### src/rtl/fpm_pkg.sv
package fpm_pkg;

    typedef enum logic [2:0] {
        ST_IDLE,
        ST_ROW_HOLD,
        ST_COL_WAIT,
        ST_CAS_LOW,
        ST_CAS_PRE,
        ST_PAGE_OPEN,
        ST_COL_SETUP,
        ST_RAS_PRE
    } fpm_state_e;

    function automatic int max2(input int a, input int b);
        return (a > b) ? a : b;
    endfunction

endpackage

### src/rtl/fpm_timer.sv
module fpm_timer #(
    parameter int CNT_W = 4
) (
    input  logic             clk,
    input  logic             rst_n,
    input  logic             load,
    input  logic [CNT_W-1:0] load_val,
    output logic             done
);
    logic [CNT_W-1:0] cnt;

    always_ff @(posedge clk) begin
        if (!rst_n)            cnt <= '0;
        else if (load)         cnt <= load_val;
        else if (cnt != '0)    cnt <= cnt - 1'b1;
    end

    assign done = (cnt == '0);
endmodule

### src/rtl/fpm_row_track.sv
module fpm_row_track #(
    parameter int ROW_W     = 11,
    parameter int AGE_LIMIT = 40
) (
    input  logic             clk,
    input  logic             rst_n,
    input  logic             open_set,
    input  logic             close,
    input  logic [ROW_W-1:0] row_in,
    input  logic [ROW_W-1:0] row_cmp,
    input  logic             ras_low,
    output logic             hit,
    output logic             aged
);
    localparam int AGE_W = $clog2(AGE_LIMIT + 1) + 1;
    localparam logic [AGE_W-1:0] AGE_MAX = AGE_W'(AGE_LIMIT);

    logic [ROW_W-1:0] open_row;
    logic             open_vld;
    logic [AGE_W-1:0] age;

    always_ff @(posedge clk) begin
        if (!rst_n) begin
            open_row <= '0;
            open_vld <= 1'b0;
        end else if (open_set) begin
            open_row <= row_in;
            open_vld <= 1'b1;
        end else if (close) begin
            open_vld <= 1'b0;
        end
    end

    always_ff @(posedge clk) begin
        if (!rst_n || !ras_low) age <= '0;
        else if (age != AGE_MAX) age <= age + 1'b1;
    end

    assign hit  = open_vld && (row_cmp == open_row);
    assign aged = (age == AGE_MAX);
endmodule

### src/rtl/fpm_dram_ctrl.sv
module fpm_dram_ctrl
    import fpm_pkg::*;
#(
    parameter int ROW_W     = 11,
    parameter int COL_W     = 11,
    parameter int T_RAH     = 1,
    parameter int T_RCD     = 3,
    parameter int T_CAS     = 2,
    parameter int T_CP      = 2,
    parameter int T_RP      = 3,
    parameter int T_RAS_MAX = 40,
    localparam int ADDR_W   = ROW_W + COL_W,
    localparam int PIN_W    = (ROW_W > COL_W) ? ROW_W : COL_W
) (
    input  logic              clk,
    input  logic              rst_n,
    input  logic              req_valid,
    output logic              req_ready,
    input  logic [ADDR_W-1:0] req_addr,
    input  logic              req_we,
    input  logic              req_wdata,
    output logic              rsp_valid,
    output logic              rsp_rdata,
    output logic [PIN_W-1:0]  dram_addr,
    output logic              dram_ras_n,
    output logic              dram_cas_n,
    output logic              dram_we_n,
    output logic              dram_din,
    input  logic              dram_dout
);
    localparam int T_LONG = max2(max2(T_RAH, T_RCD), max2(max2(T_CAS, T_CP), T_RP));
    localparam int CNT_W  = $clog2(T_LONG + 1) + 1;
    localparam logic [CNT_W-1:0] L_RAH = CNT_W'(T_RAH - 1);
    localparam logic [CNT_W-1:0] L_RCD = CNT_W'(T_RCD - T_RAH - 1);
    localparam logic [CNT_W-1:0] L_CAS = CNT_W'(T_CAS - 1);
    localparam logic [CNT_W-1:0] L_CP  = CNT_W'(T_CP - 1);
    localparam logic [CNT_W-1:0] L_RP  = CNT_W'(T_RP - 1);

    fpm_state_e        state, nxt;
    logic [ADDR_W-1:0] q_addr;
    logic              q_we, q_wdata, pend;
    logic              accept, tmr_load, tmr_done;
    logic [CNT_W-1:0]  tmr_val;
    logic              open_set, close, row_hit, row_aged, ras_low;
    logic [ROW_W-1:0]  set_row;

    fpm_timer #(.CNT_W(CNT_W)) u_timer (
        .clk(clk), .rst_n(rst_n), .load(tmr_load), .load_val(tmr_val), .done(tmr_done)
    );

    fpm_row_track #(.ROW_W(ROW_W), .AGE_LIMIT(T_RAS_MAX)) u_rows (
        .clk(clk), .rst_n(rst_n), .open_set(open_set), .close(close),
        .row_in(set_row), .row_cmp(req_addr[ADDR_W-1:COL_W]),
        .ras_low(ras_low), .hit(row_hit), .aged(row_aged)
    );

    assign accept  = req_valid && req_ready;
    assign set_row = (state == ST_IDLE) ? req_addr[ADDR_W-1:COL_W] : q_addr[ADDR_W-1:COL_W];

    // next-state and timer loads
    always_comb begin
        nxt      = state;
        tmr_load = 1'b0;
        tmr_val  = '0;
        open_set = 1'b0;
        close    = 1'b0;
        unique case (state)
            ST_IDLE: if (accept) begin
                nxt = ST_ROW_HOLD; tmr_load = 1'b1; tmr_val = L_RAH; open_set = 1'b1;
            end
            ST_ROW_HOLD: if (tmr_done) begin
                nxt = ST_COL_WAIT; tmr_load = 1'b1; tmr_val = L_RCD;
            end
            ST_COL_WAIT: if (tmr_done) begin
                nxt = ST_CAS_LOW; tmr_load = 1'b1; tmr_val = L_CAS;
            end
            ST_CAS_LOW: if (tmr_done) begin
                nxt = ST_CAS_PRE; tmr_load = 1'b1; tmr_val = L_CP;
            end
            ST_CAS_PRE: if (tmr_done) nxt = ST_PAGE_OPEN;
            ST_PAGE_OPEN: begin
                if (row_aged || (accept && !row_hit)) begin
                    nxt = ST_RAS_PRE; tmr_load = 1'b1; tmr_val = L_RP; close = 1'b1;
                end else if (accept) begin
                    nxt = ST_COL_SETUP;
                end
            end
            ST_COL_SETUP: begin
                nxt = ST_CAS_LOW; tmr_load = 1'b1; tmr_val = L_CAS;
            end
            ST_RAS_PRE: if (tmr_done) begin
                if (pend) begin
                    nxt = ST_ROW_HOLD; tmr_load = 1'b1; tmr_val = L_RAH; open_set = 1'b1;
                end else begin
                    nxt = ST_IDLE;
                end
            end
            default: nxt = ST_IDLE;
        endcase
    end

    // state register
    always_ff @(posedge clk) begin
        if (!rst_n) state <= ST_IDLE;
        else        state <= nxt;
    end

    always_ff @(posedge clk) begin
        if (!rst_n) begin
            q_addr  <= '0;
            q_we    <= 1'b0;
            q_wdata <= 1'b0;
            pend    <= 1'b0;
        end else begin
            if (accept) begin
                q_addr  <= req_addr;
                q_we    <= req_we;
                q_wdata <= req_wdata;
            end
            if (state == ST_PAGE_OPEN && accept && !row_hit && !row_aged) pend <= 1'b1;
            else if (state == ST_RAS_PRE && tmr_done)                     pend <= 1'b0;
        end
    end

    always_ff @(posedge clk) begin
        if (!rst_n) begin
            rsp_valid <= 1'b0;
            rsp_rdata <= 1'b0;
        end else begin
            rsp_valid <= (state == ST_CAS_LOW) && tmr_done && !q_we;
            if ((state == ST_CAS_LOW) && tmr_done && !q_we) rsp_rdata <= dram_dout;
        end
    end

    // pin outputs
    always_comb begin
        logic col_phase;
        col_phase  = (state == ST_COL_WAIT) || (state == ST_COL_SETUP) || (state == ST_CAS_LOW);
        ras_low    = (state != ST_IDLE) && (state != ST_RAS_PRE);
        dram_ras_n = !ras_low;
        dram_cas_n = (state != ST_CAS_LOW);
        dram_we_n  = !(col_phase && q_we);
        dram_din   = col_phase && q_we && q_wdata;
        req_ready  = (state == ST_IDLE) || ((state == ST_PAGE_OPEN) && !row_aged);
        if (state == ST_IDLE || state == ST_ROW_HOLD || state == ST_RAS_PRE)
            dram_addr = PIN_W'(q_addr[ADDR_W-1:COL_W]);
        else
            dram_addr = PIN_W'(q_addr[COL_W-1:0]);
    end
endmodule

### config.mk
export PLATFORM = sky130hd
export DESIGN_NAME = fpm_dram_ctrl
export DESIGN_NICKNAME = d
export VERILOG_FILES = /design/src/rtl/fpm_pkg.sv /design/src/rtl/fpm_timer.sv /design/src/rtl/fpm_row_track.sv /design/src/rtl/fpm_dram_ctrl.sv
export SDC_FILE = /design/constraint.sdc
export NUM_CORES = 1
export LEC_CHECK = 0
export ABC_AREA = 1
export BUFFER_PORTS_ARGS = -buffer_cell sky130_fd_sc_hd__buf_2
export CAP_MARGIN = 20
export CORE_MARGIN = 4
export CORE_UTILIZATION = 45
export DETAILED_ROUTE_END_ITERATION = 16
export GPL_TIMING_DRIVEN = 0
export PLACE_DENSITY_LB_ADDON = 0.3
export SLEW_MARGIN = 5
export SYNTH_ARGS = -nofsm -noshare
export SYNTH_HDL_FRONTEND = slang
export SYNTH_SLANG_ARGS = --single-unit
### constraint.sdc
create_clock -name clk -period 1.3 [get_ports clk]
set_input_delay 0.195 -clock clk [delete_from_list [all_inputs] [get_ports clk]]
set_output_delay 0.195 -clock clk [all_outputs]
set_load 0.01 [all_outputs]
==> metrics.md, run 1 <==
| Metric | Value |
|---|---|
| Netlist cell types | 32 |
| Clock Latency Late Sink | 0.31 ns |
| Hold path depth | 3 |
| Hold Path Origin | req_addr[8] |
| Final period utilization | 142% |
| Global-route usage over all layers | a little under a quarter |
| Core area | ~5500 sq um |
| Fmax | about 540 MHz |
| Proportion of layout cells with a drive suffix above 1 | 37.7% |
| I/O Buffers | between 40 and 50 |
| Clock root cell | clkbuf_8 |
| Global-route wire length before repair | about 13 mm |
| Int Pwr | ~5.0 mW |
| Setup violators final | 60 |
| Status | finished with violations |
| Share of power burned in the clock network | 11.6% |
| Max-slew headroom | between 60% and 70% |
| Most common cell after layout, fill and taps aside | nand2_1 |
| Worst slew pin tran | roughly 0.56 ns |
| End of the worst hold path | q_addr[8] |
| Worst Reg2Reg Path Length in Cells | 11 |
| Critical path required time | about 1.1 ns |
| Largest net degree at the start of global routing | 15 |
| Clock tree sinks | 52 |
| Final nets | between 400 and 500 |
| Die Y | 83.5 um |
| DP Area | 2980 sq um |
| Design Area, Final | around 3900 sq um |
| Critical-path maximum fanout | 5 |
| Worst EP arrival | roughly 1.7 ns |
| Fin. Hold Viols | 0 |
| Clock Tree Buf Depth | 2 |
| Leak | about 1.8 nW |
| Critical-path cell list | nand2_4, inv_4, nand2_4, nand2_4, buf_12, buf_16, mux2_4, buf_6 |
| Total gr overflow | 0 |
| Initial Utilization | between 40 and 50% |
| Crit. End Element | primary output |
| Fin crit period | 1.84 ns |
| Max-slew violations | 0 |
| Seq/Total Area, Yosys | 40.6% |
| Final core utilization | a little over two thirds |
| Failing checks | negative setup slack |
| Final Power | ~8.3 mW |
| WP buf/inv | 4 |
| Most frequent CP cell | nand2_4 |
| Commonest cells after routing, fill and taps aside | nand2_1 (58), nor2_1 (47), dfxtp_1 (47) |
| 1st-iter DRT viols | 215 |
| Reg clk slew, reported paths | approximately 0.09 ns |
| Number of max-cap violations | 0 |
| Capturing point of the worst reg2reg path | q_addr[5] |
| DP HPWL | between 4 and 5 mm |
| Via Count | between 2000 and 3000 |
| Reg2reg start | state[2] |
| RSZ-0062 raised after global routing | yes |
| Vias in the first global route | around 2800 |
| Die ar. | ~7000 sq um |
| Setup CP Type | flip-flop to primary output |
| Syn Std Cell Area | 2560 sq um |
| CP max stage cell | dfxtp_4 |
| Gate power share | 59.6% |
| PnR worst setup slack | -0.540 ns |
| P&R area growth vs syn | 50.6% |
| Sequential share of power | about 29% |
| Critical path's largest stage delay | approximately 0.4 ns |
| PD cells | about 2200 nW/um^2 |
| Placer Congestion | between 0.8 and 0.9 |
| Top delay family on crit path | buffers and inverters |
| H-tree depth | 2 |
| Vias per Instance | approximately 5.3 |
| Sw frac | between 30% and 40% |
| Initial antenna violation count | 0 |
| Routed wire length | 8.25 mm |
| Post-synthesis cell count | between 300 and 400 |
| Reg2reg setup slack | -0.40 ns |
| Synthesized Nets | slightly below 400 |
| CTS tree | done |
| Row count | 27 |
| Die X | 83.5 um |
| Detail Route Antenna Nets | 0 |
| DRT Pass-1 Iters | 5 |
| Startpoint types | flip-flop |
| Worst-case clock skew | ~0.0098 ns |
| Worst Hold Class | input pin to flip-flop |
| Antenna diodes | 0 |
| Switch Pwr | 3.33 mW |
| TritonCTS Buffers | 5 |
| Dpl ws | -0.294 ns |
| Ports | 46 |
| Synth Register Bits | between 50 and 60 |
| Average cell area after synthesis | between 7 and 8 sq um |
| Drc violations | 0 |
| WL per Instance | about 16 um |
| Peak VDD IR | 1.34 mV |
| Ys Warns | 0 |
==> repair_timing <==
| action | CTS | global route |
|---|---|---|
| gates cloned | 4 | 0 |
| pin swaps | 15 | 16 |
| setup endpoints to repair | 66 | 67 |
| buffers inserted | 28 | 6 |
| gates resized for setup | 73 | 37 |
| hold buffers | 0 | 0 |
==> synth_stat cells, drive strengths merged <==
| master | instances | share of area (%) |
|---|---|---|
| nand2 | 75 | 12 |
| a31oi | 11 | 2.7 |
| xnor2 | 3 | 1.0 |
| inv | 51 | 7.7 |
| nor3 | 1 | 0.20 |
| dfxtp | 52 | 41 |
| a211oi | 1 | 0.29 |
| o21ai | 43 | 8.5 |
| nand4 | 3 | 0.73 |
| mux2 | 11 | 4.8 |
| a21oi | 20 | 3.9 |
| clkbuf | 6 | 0.93 |
| or2 | 1 | 0.24 |
| nand3b | 1 | 0.29 |
| nor3b | 1 | 0.29 |
| xor2 | 3 | 1.0 |
| nor2 | 58 | 9.0 |
| nand3 | 10 | 2.0 |
| ha | 4 | 2.0 |
| buf | 7 | 2.0 |
==> state kept, by name, summed over array words and instances, names as in the netlist <==
name	flops
q_addr	22
u_rows.open_row	11
u_rows.age	7
state	3
u_timer.cnt	3
pend	1
q_wdata	1
q_we	1
rsp_rdata	1
rsp_valid	1
u_rows.open_vld	1
==> power groups by stage <==
| stage | registers (mW) | logic (mW) | clock network [mW] |
|---|---|---|---|
| 2_1_floorplan | 2.29 | 2.21 | 0 |
| 3_3_place_gp | 2.36 | 2.86 | 0 |
| 3_5_place_dp | 2.38 | 2.92 | 0 |
| 4_1_cts | 2.36 | 4.61 | 0.988 |
| 5_1_grt | 2.43 | 5.35 | 1.03 |
| 6_report | 2.40 | 4.97 | 0.969 |
==> kinds of logic (layout without fill, tap and decap cells) <==
kind of cell	Yosys count	count (layout)	synth area share (%)
and+or+nand+nor	150	150	24.5
AOI/OAI and AO/OA	75	75	15.4
buffers and inverters	64	153	10.6
DFF	52	52	40.6
muxes	11	11	4.83
xor gates and xnor gates	6	6	2.05
adders and majority gates	4	4	1.95
==> worst reg2reg max path, cell delays in order (launching register included) <==
cell,delay (ns)
dfxtp_4,0.38
inv_1,0.09
nand2_2,0.08
buf_4,0.15
nor2_4,0.11
inv_4,0.07
nand2_4,0.11
nand2_8,0.10
buf_12,0.15
buf_4,0.14
o21ai_1,0.15
nor2_1,0.07
==> per-stage QoR <==
| step | hold WS, ns | TNS (ns) | cells |
|---|---|---|---|
| CTS | 0.110 | -15.93 | 519 |
| detailed placement | 0.433 | -11.78 | 479 |
| global route | 0.118 | -23.97 | 523 |
| finish | 0.107 | -19.29 | 523 |
| global placement | 0.429 | -11.14 | 479 |
| floorplan | 0.330 | -3.00 | 362 |
==> per-layer routing <==
metal  part of all wire (%)  up-vias  track usage, %  wire length [um]
li1                       -     1332               -                 -
met1                     41     1284            28.1              3360
met2                     49      115            40.5              4020
met3                    7.7       26            5.13               639
met4                    2.8        0            9.65               229
met5                      0        -               0                 0
==> worst max path at each step <==
| stage | start | end | slack (ns) | cells past startpoint |
|---|---|---|---|---|
| floorplan | u_rows.age[0] | q_addr[0] | -0.11 | 11 |
| global placement | u_rows.age[0] | q_addr[2] | -0.26 | 11 |
| detailed placement | u_timer.cnt[0] | u_timer.cnt[0] | -0.29 | 10 |
| CTS | state[2] | dram_addr[9] | -0.50 | 8 |
| global route | state[2] | dram_addr[8] | -0.58 | 8 |
| finish | state[2] | dram_addr[8] | -0.54 | 8 |
==> cell type report <==
cell class / instances / area (sq um)
plain buffers: 13 / 144
clock buffers: 8 / 90.1
fillers: 395 / 1650
inverters: 51 / 209
multi-input cells: 246 / 1540
flip-flops and latches: 52 / 1050
well taps: 72 / 90.1
repair buffers: 81 / 732
Note: power is estimated with default switching activity, not from simulation.
==> inputs of run 2 (changes only) <==
- ABC_AREA: 1 -> unset
- SLEW_MARGIN: 5 -> unset
==> run 2 against run 1 <==
Net effect: the flow still finishes with violations (negative setup slack); combinational power decreased by 11%; worst setup slack worse by 0.014 ns; final cell count fell by 16%; utilization is 3.4 points higher; first-iteration DRC count fell by 22%; via count decreased by 11%; sequential power shrank 5%; sequential share of layout area rose by 0.32 points; hold slack gained 0.0063 ns; non-clock buffer count rose by 2; die area shrank 1.6%; clock power shrank 2.7%.
==> metrics.md, run 2 <==
| Metric | Value |
|---|---|
| Status | finished with violations |
| Failing checks | negative setup slack |
| Most common cell after layout, fill and taps aside | dfxtp_1 |
| Netlist cell types | 36 |
| Initial antenna violation count | 0 |
| Average cell area after synthesis | between 8 and 9 sq um |
| Seq/Total Area, Yosys | between 40% and 50% |
| Sequential share of power | 29.8% |
| Reg clk slew, reported paths | roughly 0.10 ns |
| Reg2reg start | state[2] |
| Vias in the first global route | 2340 |
| Final nets | roughly 400 |
| Core area | approximately 5300 sq um |
| Detail Route Antenna Nets | 0 |
| Final period utilization | 143% |
| WL per Instance | approximately 17 um |
| Share of power burned in the clock network | between 10 and 15% |
| Row count | 26 |
| Ports | 46 |
| Worst Reg2Reg Path Length in Cells | 8 |
| Die X | around 83 um |
| Complex-gate fraction of the synthesized area | between 10% and 20% |
| Crit. End Element | primary output |
| Commonest cells after routing, fill and taps aside | dfxtp_1 (38), nor2_1 (37), buf_6 (32) |
| Clock root cell | clkbuf_8 |
| Setup CP Type | flip-flop to primary output |
| Setup violators final | between 60 and 70 |
| Post-synth EDFFs | 0 |
| TritonCTS Buffers | 5 |
| Startpoint types | flip-flop |
| Gate power share | 57.9% |
| Synth top cells by count | dfxtp_1 (52), nor2_1 (46), nand2_1 (32), mux2i_1 (27), xnor2_1 (14) |
| Largest register FFs | 22 |
| Int Pwr | 4.69 mW |
| Number of max-cap violations | 0 |
| Final core utilization | approximately three quarters |
| Placer Congestion | about 0.79 |
| PD cells | 1970 nW/um^2 |
| Via Count | 2448 |
| Proportion of layout cells with a drive suffix above 1 | ~49% |
| H-tree depth | 2 |
| Largest net degree at the start of global routing | 17 |
| Largest registers | q_addr: 22 flops, u_rows.open_row: 11 flops, u_rows.age: 7 flops |
| DRT Pass-1 Iters | 4 |
| Most frequent cell after synthesis | dfxtp_1 |
| RSZ-0062 raised after global routing | yes |
| Total gr overflow | 0 |
| CTS Hold Bufs | 0 |
| Most frequently used flop master after synthesis | dfxtp_1 |
| Max-slew violations | 0 |
| Die ar. | just under 7000 sq um |
| TNS Setup | -24.96 ns |
| Worst EP arrival | roughly 1.7 ns |
| 1st-iter DRT viols | between 150 and 200 |
| Worst Hold Class | input pin to flip-flop |
| Critical path required time | roughly 1.1 ns |
| Top reg by flops | q_addr |
| Synth Register Bits | 52 |
| Drc violations | 0 |
| Fraction of synthesized cell area in xor and xnor cells | under 10% |
| DP HPWL | roughly 4.4 mm |
| Initial Utilization | 47.8% |
| Leak | around 1.6 nW |
| Post-Synth Simple-Gate Area | about a fifth |
| Async SR Flop Fraction | 0% |
| Fmax | between 500 and 600 MHz |
| Die Y | 82.8 um |
| Vias per Instance | roughly 5.6 |
| I/O Buffers | 44 |
| P&R area growth vs syn | 53.9% |
| Global-route wire length before repair | between 10 and 15 mm |
| Routed wire length | between 7 and 8 mm |
| Worst slew pin tran | roughly 0.6 ns |
| Clock Tree Buf Depth | 2 |
| Clock Latency Late Sink | roughly 0.31 ns |
| Antenna diodes | 0 |
| Fin. Hold Viols | 0 |
| Area leader, netlist | dfxtp_1 |
| Main area contributors after synthesis | dfxtp_1 (41%), mux2i_1 (11%), nor2_1 (6.9%), mux2_2 (4.9%), xnor2_1 (4.9%) |
| Synthesized Nets | approximately 320 |
| Max-slew headroom | between 60% and 70% |
| Hold path depth | 3 |
| PnR worst setup slack | -0.554 ns |
| Switch Pwr | 2.95 mW |
| Sw frac | between 30 and 40% |
| Critical-path maximum fanout | 6 |
| Syn Std Cell Area | approximately 2500 sq um |
| Ys Warns | 0 |
| Largest family of logic cells by synthesized area | simple AND/OR/NAND/NOR gates |
| Fin crit period | 1.85 ns |
| CTS tree | done |
| Hold Path Origin | req_addr[8] |
| Worst-case clock skew | approximately 0.0064 ns |
| Post-synthesis mux area share | between 10% and 20% |
| Global-route usage over all layers | 19.2% |
| Share of the synthesized area in the top cell type | roughly two fifths |
| Peak VDD IR | 1.07 mV |
| Clock tree sinks | 52 |
| Critical path origin | state[2] |
| Adder-cell share of the synthesized area | under 10% |
| Post-synthesis cell count | 284 |
[run 2: cell types whose count changed in the layout (fill, tap and decap cells not counted), moves of 10 or more]
cell	delta
inv_1	-39
nor2_1	-10
a31oi_1	-11
o21ai_1	-22
xnor2_1	+10
nand2_1	-31
a21oi_1	-11
mux2i_1	+25
buf_6	+11
[run 2: worst paths after layout]
check | to | slack [ns]
worst max-delay path | dram_addr[2] | -0.55
worst min-delay path | q_addr[8] | 0.11
worst max register to register | q_we | -0.53
worst min register to register | rsp_rdata | 0.50
[run 2: metal layers]
| metal | GRT usage [%] | up-vias | share of wire [%] |
|---|---|---|---|
| met1 | 23.4 | 1154 | 41 |
| li1 | - | 1159 | - |
| met5 | 0 | - | 0 |
| met3 | 4.95 | 30 | 6.8 |
| met2 | 31.1 | 105 | 49 |
| met4 | 9.51 | 0 | 3.7 |
[run 2: power by group through the flow]
stage	clock network (mW)	logic (mW)	registers, mW
final	0.943	4.42	2.28
after global routing	1.01	4.68	2.31
after CTS	0.952	3.60	2.21
after detailed placement	0	2.89	2.25
after global placement	0	2.83	2.24
after floorplan	0	2.27	2.19
[run 2: kinds of logic after synthesis]
kind of cell / count (synthesis)
and+or+nand+nor: 112
buffers and inverters: 25
muxes: 38
xor gates and xnor gates: 17
adders and majority gates: 4
AOI/OAI and AO/OA: 36
DFF: 52
[run 2: worst max-delay path: stages (launching register included)]
cell	delay [ns]
dfxtp_4	0.40
buf_8	0.13
o21a_4	0.23
clkbuf_16	0.17
mux2_4	0.30
buf_6	0.12
[run 2: what timing repair did]
action | in CTS | in global routing
buffers inserted | 19 | 17
setup endpoints to repair | 67 | 68
gates resized for setup | 49 | 65
cloned | 2 | 2
pin swaps | 8 | 28
[run 2: metrics by stage]
stage	cells	area, sq um	power (mW)	setup slack (ns)	hold slack (ns)
finish	441	3870	7.64	-0.554	0.113
global route	441	3870	8.01	-0.612	0.127
detailed placement	398	3030	5.15	-0.709	0.439
CTS	425	3510	6.76	-0.547	0.114
global placement	398	3030	5.07	-0.648	0.429
floorplan	284	2730	4.46	-0.444	0.342
[run 2: final cells by class]
cell class	instances	area [sq um]
well taps	70	87.6
flip-flops and latches	52	1070
clock buffers	6	72.6
multi-input cells	207	1740
inverters	8	30.0
plain buffers	14	158
fillers	357	1400
repair buffers	82	699
clock inverters	2	15.0
==> inputs of run 3 (changes only) <==
- CELL_PAD_IN_SITES_DETAIL_PLACEMENT: unset -> 0
- CELL_PAD_IN_SITES_GLOBAL_PLACEMENT: unset -> 1
- CORE_UTILIZATION: 45 -> 37
- SLEW_MARGIN: unset -> 5
==> run 3 against run 2 <==
Net effect: the run still ends with negative setup slack left; clock skew increased by 0.0033 ns; register-to-register slack barely moved; fmax is 1.3% higher; global-route usage fell by 1.0 points; clock-buffer cell count up 1; sequential power is 2% lower; via count about the same; utilization shrank 11 points; power up 4.4%; combinational power rose by 6.1%.
==> metrics.md, run 3 (synthesis gave the netlist of run 2 again) <==
| Metric | Value |
|---|---|
| Dpl ws | -0.687 ns |
| Peak VDD IR | 0.769 mV |
| Failing checks | negative setup slack |
| Setup violators final | 65 |
| Top reg by flops | q_addr |
| Clock tree sinks | 52 |
| Ports | 46 |
| Reg2reg start | state[1] |
| RSZ-0062 raised after global routing | yes |
| Worst EP arrival | 2.08 ns |
| Die X | between 90 and 100 um |
| Max-slew headroom | 58.9% |
| WP buf/inv | 2 |
| Global-route usage over all layers | between 10% and 20% |
| Die Y | approximately 90 um |
| Number of max-cap violations | 0 |
| H-tree depth | 2 |
| 1st-iter DRT viols | roughly 120 |
| Clock Tree Buf Depth | 2 |
| Row count | 29 |
| Crit path to | pend |
| Leak | between 1.5 and 2 nW |
| Critical path's largest stage delay | about 0.4 ns |
| Final period utilization | 141% |
| Reg2reg setup slack | -0.53 ns |
| Critical path origin | state[1] |
| Max-slew violations | 0 |
| Final core utilization | just over 60% |
| Startpoint types | flip-flop |
| Crit. End Element | flip-flop |
| WL per Instance | 16.6 um |
| Critical-path cell list | buf_6, and2b_2, nand2_4, o31ai_4, buf_6, or3b_4, a21oi_2 |
| Vias in the first global route | ~2400 |
| Most frequent CP cell | buf_6 |
| DRT Pass-1 Iters | 4 |
| Clock Latency Late Sink | around 0.31 ns |
| Initial antenna violation count | 0 |
| Via Count | 2450 |
| Largest register FFs | 22 |
| Commonest cells after routing, fill and taps aside | dfxtp_1 (40), nor2_1 (38), buf_6 (36) |
| Critical-path maximum fanout | 4 |
| Fin. Hold Viols | 0 |
| Setup CP Type | flip-flop to flip-flop |
| Routed wire length | between 7 and 8 mm |
| P&R area growth vs syn | 60.7% |
| TNS Setup | -25.43 ns |
| Detail Route Antenna Nets | 0 |
| Worst-case clock skew | between 0.009 and 0.01 ns |
| Die ar. | 8190 sq um |
| Placer Congestion | 0.860 |
| Core area | approximately 6500 sq um |
| Fin crit period | around 1.8 ns |
| Status | finished with violations |
| I/O Buffers | between 40 and 50 |
| Total gr overflow | 0 |
| Capturing point of the worst reg2reg path | pend |
| Clock root cell | clkbuf_8 |
| Largest net degree at the start of global routing | 16 |
| Proportion of layout cells with a drive suffix above 1 | 50.3% |
| DP HPWL | between 4 and 5 mm |
| Antenna diodes | 0 |
| CP max stage cell | dfxtp_4 |
| Final Power | 7.98 mW |
| Vias per Instance | around 5.3 |
| Drc violations | 0 |
| PnR worst setup slack | -0.530 ns |
| Reg clk slew, reported paths | around 0.10 ns |
| Worst Reg2Reg Path Length in Cells | 7 |
| Most common cell after layout, fill and taps aside | dfxtp_1 |
| Final nets | approximately 420 |
| Worst Hold Class | input pin to flip-flop |
| Worst slew pin tran | about 0.62 ns |
| Critical path required time | ~1.6 ns |
| Initial Utilization | between 30% and 40% |
| Largest registers | q_addr: 22 flops, u_rows.open_row: 11 flops, u_rows.age: 7 flops |
| TritonCTS Buffers | 5 |
| PD cells | 1970 nW/um^2 |
| CP Depth | 7 |
| Fmax | between 500 and 600 MHz |
| CTS tree | done |
| Top delay family on crit path | simple AND/OR/NAND/NOR gates |
| Global-route wire length before repair | around 12 mm |
-- run 3: cell count changes in the layout (fill, tap and decap cells not counted), sizes merged --
cell    before  now
buf         88  104
clkbuf      14   16
inv          9    8
-- run 3: cell type report --
class                   count  area [sq um]
plain buffers              15           173
clock inverters             1          5.00
repair buffers             98           835
inverters                   8          30.0
well taps                  77          96.3
clock buffers               7          97.6
fillers                   516          2450
multi-input cells         207          1740
flip-flops and latches     52          1070
-- run 3: per-layer routing --
metal	vias to the layer above	part of all wire (%)	global-route usage, %
met5	-	0	0
met2	77	46	29.0
met3	22	4.2	3.42
li1	1196	-	-
met1	1155	46	24.4
met4	0	3.3	6.38
-- run 3: worst reg2reg max path, stage by stage, from the launching register on --
cell     delay, ns
dfxtp_4       0.39
buf_6         0.13
and2b_2       0.24
nand2_4       0.07
o31ai_4       0.27
buf_6         0.17
or3b_4        0.37
a21oi_2       0.13
-- run 3: repair_timing --
action / CTS / global route
gates resized for setup: 80 / 44
hold buffers: 0 / 0
gates cloned: 4 / 0
pin swaps: 25 / 19
setup buffers: 40 / 15
setup endpoints to repair: 67 / 68
-- run 3: power by group --
part	total [mW]	leakage, nW	switching, mW	internal (mW)
Clock	1.05	0.0534	0.557	0.496
Sequential	2.24	0.433	0.281	1.96
Combinational	4.69	1.21	2.13	2.56
-- run 3: how the worst min path moves through the flow --
stage                  to  cells past startpoint  slack [ns]         start
2_1_floorplan  q_addr[10]                      2        0.34  req_addr[10]
3_3_place_gp   q_addr[10]                      3        0.43  req_addr[10]
3_5_place_dp    q_addr[6]                      3        0.44   req_addr[6]
4_1_cts         q_addr[8]                      3        0.11   req_addr[8]
5_1_grt         q_addr[6]                      3        0.11   req_addr[6]
6_report          q_wdata                      3        0.12     req_wdata
-- run 3: through the flow --
| step | instance area [sq um] | hold slack (ns) | cells |
|---|---|---|---|
| floorplan | 2730 | 0.342 | 284 |
| global placement | 3040 | 0.429 | 405 |
| detailed placement | 3040 | 0.436 | 405 |
| CTS | 3810 | 0.113 | 455 |
| global route | 4050 | 0.112 | 465 |
| finish | 4050 | 0.118 | 465 |
